[config.mk]
export PLATFORM = sky130hd
export DESIGN_NAME = gprf_regfile
export DESIGN_NICKNAME = d
export VERILOG_FILES = /design/src/rtl/gprf_pkg.sv /design/src/rtl/gprf_write_merge.sv /design/src/rtl/gprf_read_view.sv /design/src/rtl/gprf_regfile.sv
export SDC_FILE = /design/constraint.sdc
export NUM_CORES = 2
export LEC_CHECK = 0
export BUFFER_PORTS_ARGS = -buffer_cell sky130_fd_sc_hd__clkbuf_2
export CAP_MARGIN = 40
export CORE_MARGIN = 3
export CORE_UTILIZATION = 30
export DETAILED_ROUTE_END_ITERATION = 10
export SLEW_MARGIN = 20
export SYNTH_ARGS = -nofsm -noshare
export SYNTH_HDL_FRONTEND = slang
export SYNTH_HIERARCHICAL = 1
export SYNTH_SLANG_ARGS = --single-unit
[constraint.sdc]
create_clock -name clk -period 8.2 [get_ports clk]
set_clock_uncertainty 0.15 [all_clocks]
set_input_delay 0.82 -clock clk [delete_from_list [all_inputs] [get_ports clk]]
set_output_delay 0.82 -clock clk [all_outputs]
set_load 0.1 [all_outputs]
[src/rtl/gprf_pkg.sv]
package gprf_pkg;

  typedef enum logic [1:0] {
    OPW_8  = 2'd0,
    OPW_16 = 2'd1,
    OPW_32 = 2'd2,
    OPW_64 = 2'd3
  } opw_e;

  // A view is illegal when the high byte is selected on a register that has
  // no such view, with a width other than a byte, or with the extended encoding.
  function automatic logic view_illegal(input int unsigned idx,
                                        input int unsigned hi_regs,
                                        input opw_e size,
                                        input logic hi,
                                        input logic ext);
    return hi && (ext || (idx >= hi_regs) || (size != OPW_8));
  endfunction

endpackage

[src/rtl/gprf_write_merge.sv]
module gprf_write_merge
  import gprf_pkg::*;
#(
  parameter int XLEN = 64
) (
  input  logic [XLEN-1:0] old_val,
  input  logic [XLEN-1:0] new_data,
  input  opw_e            size,
  input  logic            hi,
  output logic [XLEN-1:0] merged
);

  localparam int W8  = 8;
  localparam int W16 = 16;
  localparam int W32 = 32;

  always_comb begin
    merged = old_val;
    unique case (size)
      OPW_8: begin
        if (hi) merged[W16-1:W8] = new_data[W8-1:0];
        else    merged[W8-1:0]   = new_data[W8-1:0];
      end
      OPW_16: merged[W16-1:0] = new_data[W16-1:0];
      OPW_32: merged = {{(XLEN-W32){1'b0}}, new_data[W32-1:0]};
      OPW_64: merged = new_data;
      default: merged = old_val;
    endcase
  end

endmodule

[src/rtl/gprf_read_view.sv]
module gprf_read_view
  import gprf_pkg::*;
#(
  parameter int XLEN    = 64,
  parameter int IDXW    = 4,
  parameter int HI_REGS = 4
) (
  input  logic [XLEN-1:0] entry,
  input  logic [IDXW-1:0] idx,
  input  opw_e            size,
  input  logic            hi,
  input  logic            ext,
  output logic [XLEN-1:0] view,
  output logic            bad
);

  localparam int W8  = 8;
  localparam int W16 = 16;
  localparam int W32 = 32;

  always_comb begin
    bad  = view_illegal(int'(idx), HI_REGS, size, hi, ext);
    view = '0;
    if (!bad) begin
      unique case (size)
        OPW_8:   view[W8-1:0]  = hi ? entry[W16-1:W8] : entry[W8-1:0];
        OPW_16:  view[W16-1:0] = entry[W16-1:0];
        OPW_32:  view[W32-1:0] = entry[W32-1:0];
        OPW_64:  view          = entry;
        default: view          = '0;
      endcase
    end
  end

endmodule

[src/rtl/gprf_regfile.sv]
module gprf_regfile
  import gprf_pkg::*;
#(
  parameter int XLEN    = 64,
  parameter int NREGS   = 16,
  parameter int HI_REGS = 4,
  localparam int IDXW   = $clog2(NREGS)
) (
  input  logic            clk,
  input  logic            rst,
  input  logic [IDXW-1:0] rd0_idx,
  input  logic [1:0]      rd0_size,
  input  logic            rd0_hi,
  input  logic [IDXW-1:0] rd1_idx,
  input  logic [1:0]      rd1_size,
  input  logic            rd1_hi,
  input  logic            wr_en,
  input  logic [IDXW-1:0] wr_idx,
  input  logic [1:0]      wr_size,
  input  logic            wr_hi,
  input  logic [XLEN-1:0] wr_data,
  input  logic            ext_enc,
  output logic [XLEN-1:0] rd0_data,
  output logic [XLEN-1:0] rd1_data,
  output logic            illegal_o
);

  localparam int NRD = 2;

  logic [XLEN-1:0] regs [NREGS];

  logic [IDXW-1:0] rd_idx  [NRD];
  opw_e            rd_size [NRD];
  logic            rd_hi   [NRD];
  logic [XLEN-1:0] rd_view [NRD];
  logic [NRD-1:0]  rd_bad;
  logic [XLEN-1:0] rd_q    [NRD];

  assign rd_idx[0]  = rd0_idx;
  assign rd_idx[1]  = rd1_idx;
  assign rd_size[0] = opw_e'(rd0_size);
  assign rd_size[1] = opw_e'(rd1_size);
  assign rd_hi[0]   = rd0_hi;
  assign rd_hi[1]   = rd1_hi;

  for (genvar p = 0; p < NRD; p++) begin : g_rd
    gprf_read_view #(
      .XLEN    (XLEN),
      .IDXW    (IDXW),
      .HI_REGS (HI_REGS)
    ) u_view (
      .entry (regs[rd_idx[p]]),
      .idx   (rd_idx[p]),
      .size  (rd_size[p]),
      .hi    (rd_hi[p]),
      .ext   (ext_enc),
      .view  (rd_view[p]),
      .bad   (rd_bad[p])
    );
  end

  opw_e            wr_sz;
  logic            wr_bad;
  logic            any_bad;
  logic            commit;
  logic [XLEN-1:0] wr_merged;

  assign wr_sz   = opw_e'(wr_size);
  assign wr_bad  = wr_en && view_illegal(int'(wr_idx), HI_REGS, wr_sz, wr_hi, ext_enc);
  assign any_bad = wr_bad || (|rd_bad);
  assign commit  = wr_en && !any_bad;

  gprf_write_merge #(
    .XLEN (XLEN)
  ) u_merge (
    .old_val  (regs[wr_idx]),
    .new_data (wr_data),
    .size     (wr_sz),
    .hi       (wr_hi),
    .merged   (wr_merged)
  );

  always_ff @(posedge clk) begin
    if (rst) begin
      for (int i = 0; i < NREGS; i++) regs[i] <= '0;
    end else if (commit) begin
      regs[wr_idx] <= wr_merged;
    end
  end

  always_ff @(posedge clk) begin
    if (rst) begin
      for (int p = 0; p < NRD; p++) rd_q[p] <= '0;
      illegal_o <= 1'b0;
    end else begin
      for (int p = 0; p < NRD; p++) rd_q[p] <= rd_view[p];
      illegal_o <= any_bad;
    end
  end

  assign rd0_data = rd_q[0];
  assign rd1_data = rd_q[1];

endmodule

==> results.txt <==
Yosys cell types - 39
FF+latch area - 33,300 µm²
CP max stage cell - o21ai_4
vias in the first global route - 49,297
DR WL/cell - 32.3 µm
slew margin rel. - 27.3%
RSZ-0062 raised after global routing - false
max-slew violation count - 0
number of setup violations in the final report - 0
CTS tree - done
Syn Nets - 4,843
IO Pins - 218
synth top area cells - edfxtp_1, mux4_2, nor3_2
pre-CTS setup slack - 3210 ps
Die X - 489 µm
H-tree levels - 4
initial DRC count - 5,739
clk_lat worst skew - 830 ps
CTS Buf Count - 139
PostCTS Resize Cnt - 0
static leakage - 24.4 nW
syn_area_per_cell - 14.8 µm²
DRT Pass-1 Iters - 5
type of element launching the critical path - input pin
Post-DP HPWL - 137,000 µm
Global Route Usage Sum - 20.8%
Hold Buf Count CTS - 0
critical path, cell by cell - clkbuf_2 -> nor2_1 -> a21boi_0 -> buf_2 -> nor4b_1 -> nand2_1 -> o21ai_4 -> buf_4 -> buf_12
Post-Syn Instances - 4,754
PortBufs - 217
GRT Residual Overflow - 0
Crit Path Max Fanout - 22
Via density - 6.10
first-pass GRT wire length - 360,000 µm
CP top delay family - simple AND/OR/NAND/NOR gates
Starting Density - 30.3%
post-route ant nets - 0
worst-case vdd ir drop - 0.000140 V
Die H - 489 µm
via count - 47,837
Power Dens Cells - 193 nW/µm²
crit end category - flip-flop
die area - 240,000 µm²
WS Path Type - input pin to flip-flop
worst slew pin tran - 1090 ps
Fillers - 22,146
Critical Path AT - 4420 ps
drt total wl - 254,000 µm
worst path buffer plus inverter count - 4
Max stage delay on crit path - 750 ps
Layout Nets - 4,784
FMAX - 243 MHz
Core Area - 231,000 µm²
number of max-cap violations - 0
clk slew on worst S/H paths - 60 ps
total setup buffers inserted after CTS - 0
initial antenna violation count - 26
post-synthesis sequential area ratio - 47.5%
outcome - complete, no violations
Final Cycle Share - 50.1%
largest area contributor in the netlist - edfxtp_1
HP Class - input pin to flip-flop
largest net degree at the start of global routing - 162
Clock Sinks - 1,153
routability cong. - 0.778
post-layout worst setup margin - 4090 ps
DRC Markers - 0
Tmin final - 4110 ps
Post-Syn Area - 70,100 µm²
Worst Path Required - 8510 ps
fraction of layout cells with a size suffix above 1 - 45.4%
Yosys reg bits - 1,153
Yosys top cell area share - 43.8%
root buf cell - clkbuf_16
final hold vios - 0
row cnt - 176
Total Neg Setup Slack - 0 ps
Multi-input gate area - 34,100 µm²
Ys Warns - 6
clock buffer depth - 3
layout overhead on the synthesized area - 12.6%
[Yosys cell counts, drive strengths merged]
master,number
or2,2
o2111ai,1
mux2i,8
mux4,768
edfxtp,1024
a21boi,2
o21ai,31
buf,309
a22o,32
o21ba,2
nor3,965
a22oi,384
nand2b,3
inv,4
nand2,452
nor3b,1
or4,3
and2,116
nand4,2
and3b,2
dfxtp,129
clkbuf,247
nor2,7
a41o,16
mux2,24
o31ai,1
nand3,1
a211o,1
nor2b,152
a21oi,2
nor4b,63
[path summary, 6_finish.rpt]
path | slack (ps) | startpoint | cells past startpoint | endpoint
setup / recovery | 4090 | rd0_idx[3] | 9 | regs[11][37]$_SDFFCE_PN0P_
hold / removal | 150 | rst | 2 | rd_q[0][7]$_SDFF_PP0_
setup reg to reg | 5680 | regs[11][8]$_SDFFCE_PN0P_ | 7 | regs[4][8]$_SDFFCE_PN0P_
hold reg to reg | 800 | regs[14][61]$_SDFFCE_PN0P_ | 5 | rd_q[0][125]$_SDFF_PP0_
[registers in the layout, indices dropped and copies added, names as in the netlist]
name,count
regs,1024
rd_q,128
illegal_o,1
[cell families (layout without fill, tap and decap cells)]
group | after synthesis | in the layout | synth area share, %
buffers and inverters | 560 | 613 | 4.24
multiplexers | 800 | 800 | 25.2
AO/OA/AOI/OAI | 472 | 472 | 5.06
AND/OR/NAND/NOR | 1769 | 1769 | 18.0
other | 0 | 13 | 0
flip-flops | 1153 | 1153 | 47.5
[layout by cell type, fill, tap and decap left out, types with 6 or more instances in the layout]
| cell type | n |
|---|---|
| nor3_2 | 719 |
| mux2_2 | 24 |
| buf_4 | 74 |
| o21ai_4 | 15 |
| clkbuf_1 | 27 |
| and2_1 | 48 |
| nor3_1 | 244 |
| buf_12 | 43 |
| bufinv_16 | 8 |
| a22o_1 | 32 |
| a22oi_1 | 384 |
| mux2i_1 | 8 |
| clkbuf_8 | 6 |
| clkinv_2 | 17 |
| a41o_1 | 16 |
| clkbuf_2 | 210 |
| buf_16 | 16 |
| clkinv_1 | 25 |
| clkinv_4 | 6 |
| nor2b_1 | 144 |
| dfxtp_1 | 129 |
| nand2_1 | 452 |
| diode_2 | 13 |
| nor4b_1 | 63 |
| nor2b_4 | 8 |
| mux4_2 | 768 |
| o21ai_0 | 16 |
| edfxtp_1 | 1024 |
| and2_2 | 65 |
| clkbuf_16 | 144 |
| buf_8 | 8 |
[area by class of cell]
class	count	area share [%]
Antenna cell	13	0.0412
Clock buffer	177	4.80
Clock inverter	76	1.03
Inverter	4	0.0206
Multi-Input combinational cell	3041	43.2
Sequential cell	1153	42.2
Tap cell	3026	4.80
Timing Repair Buffer	356	3.87
[routing by layer]
metal | GRT usage (%) | part of all wire, %
met5 | 0 | 0.036
met4 | 9.81 | 5.0
met3 | 3.92 | 9.5
met2 | 34.9 | 49
met1 | 25.8 | 37
[through the flow]
stage / instance area (µm²) / total power, W / cells / hold slack, ps / utilization (%)
finish: 78900 / 0.0152 / 7846 / 155 / 34.1
global placement: 73500 / 0.00895 / 7543 / 777 / 31.8
CTS: 78700 / 0.0153 / 7825 / 112 / 34.0
floorplan: 70100 / 0.00827 / 4754 / 724 / -
detailed placement: 74100 / 0.00902 / 7572 / 795 / 32.1
global route: 78900 / 0.0156 / 7837 / 147 / 34.1
[power by group]
part	switching (W)	leakage, nW	internal [W]
sequential	0.000134	11.6	0.00658
combinational	0.00144	10.5	0.000774
clock	0.00271	2.23	0.00357
(Power assumes the default switching activity.)
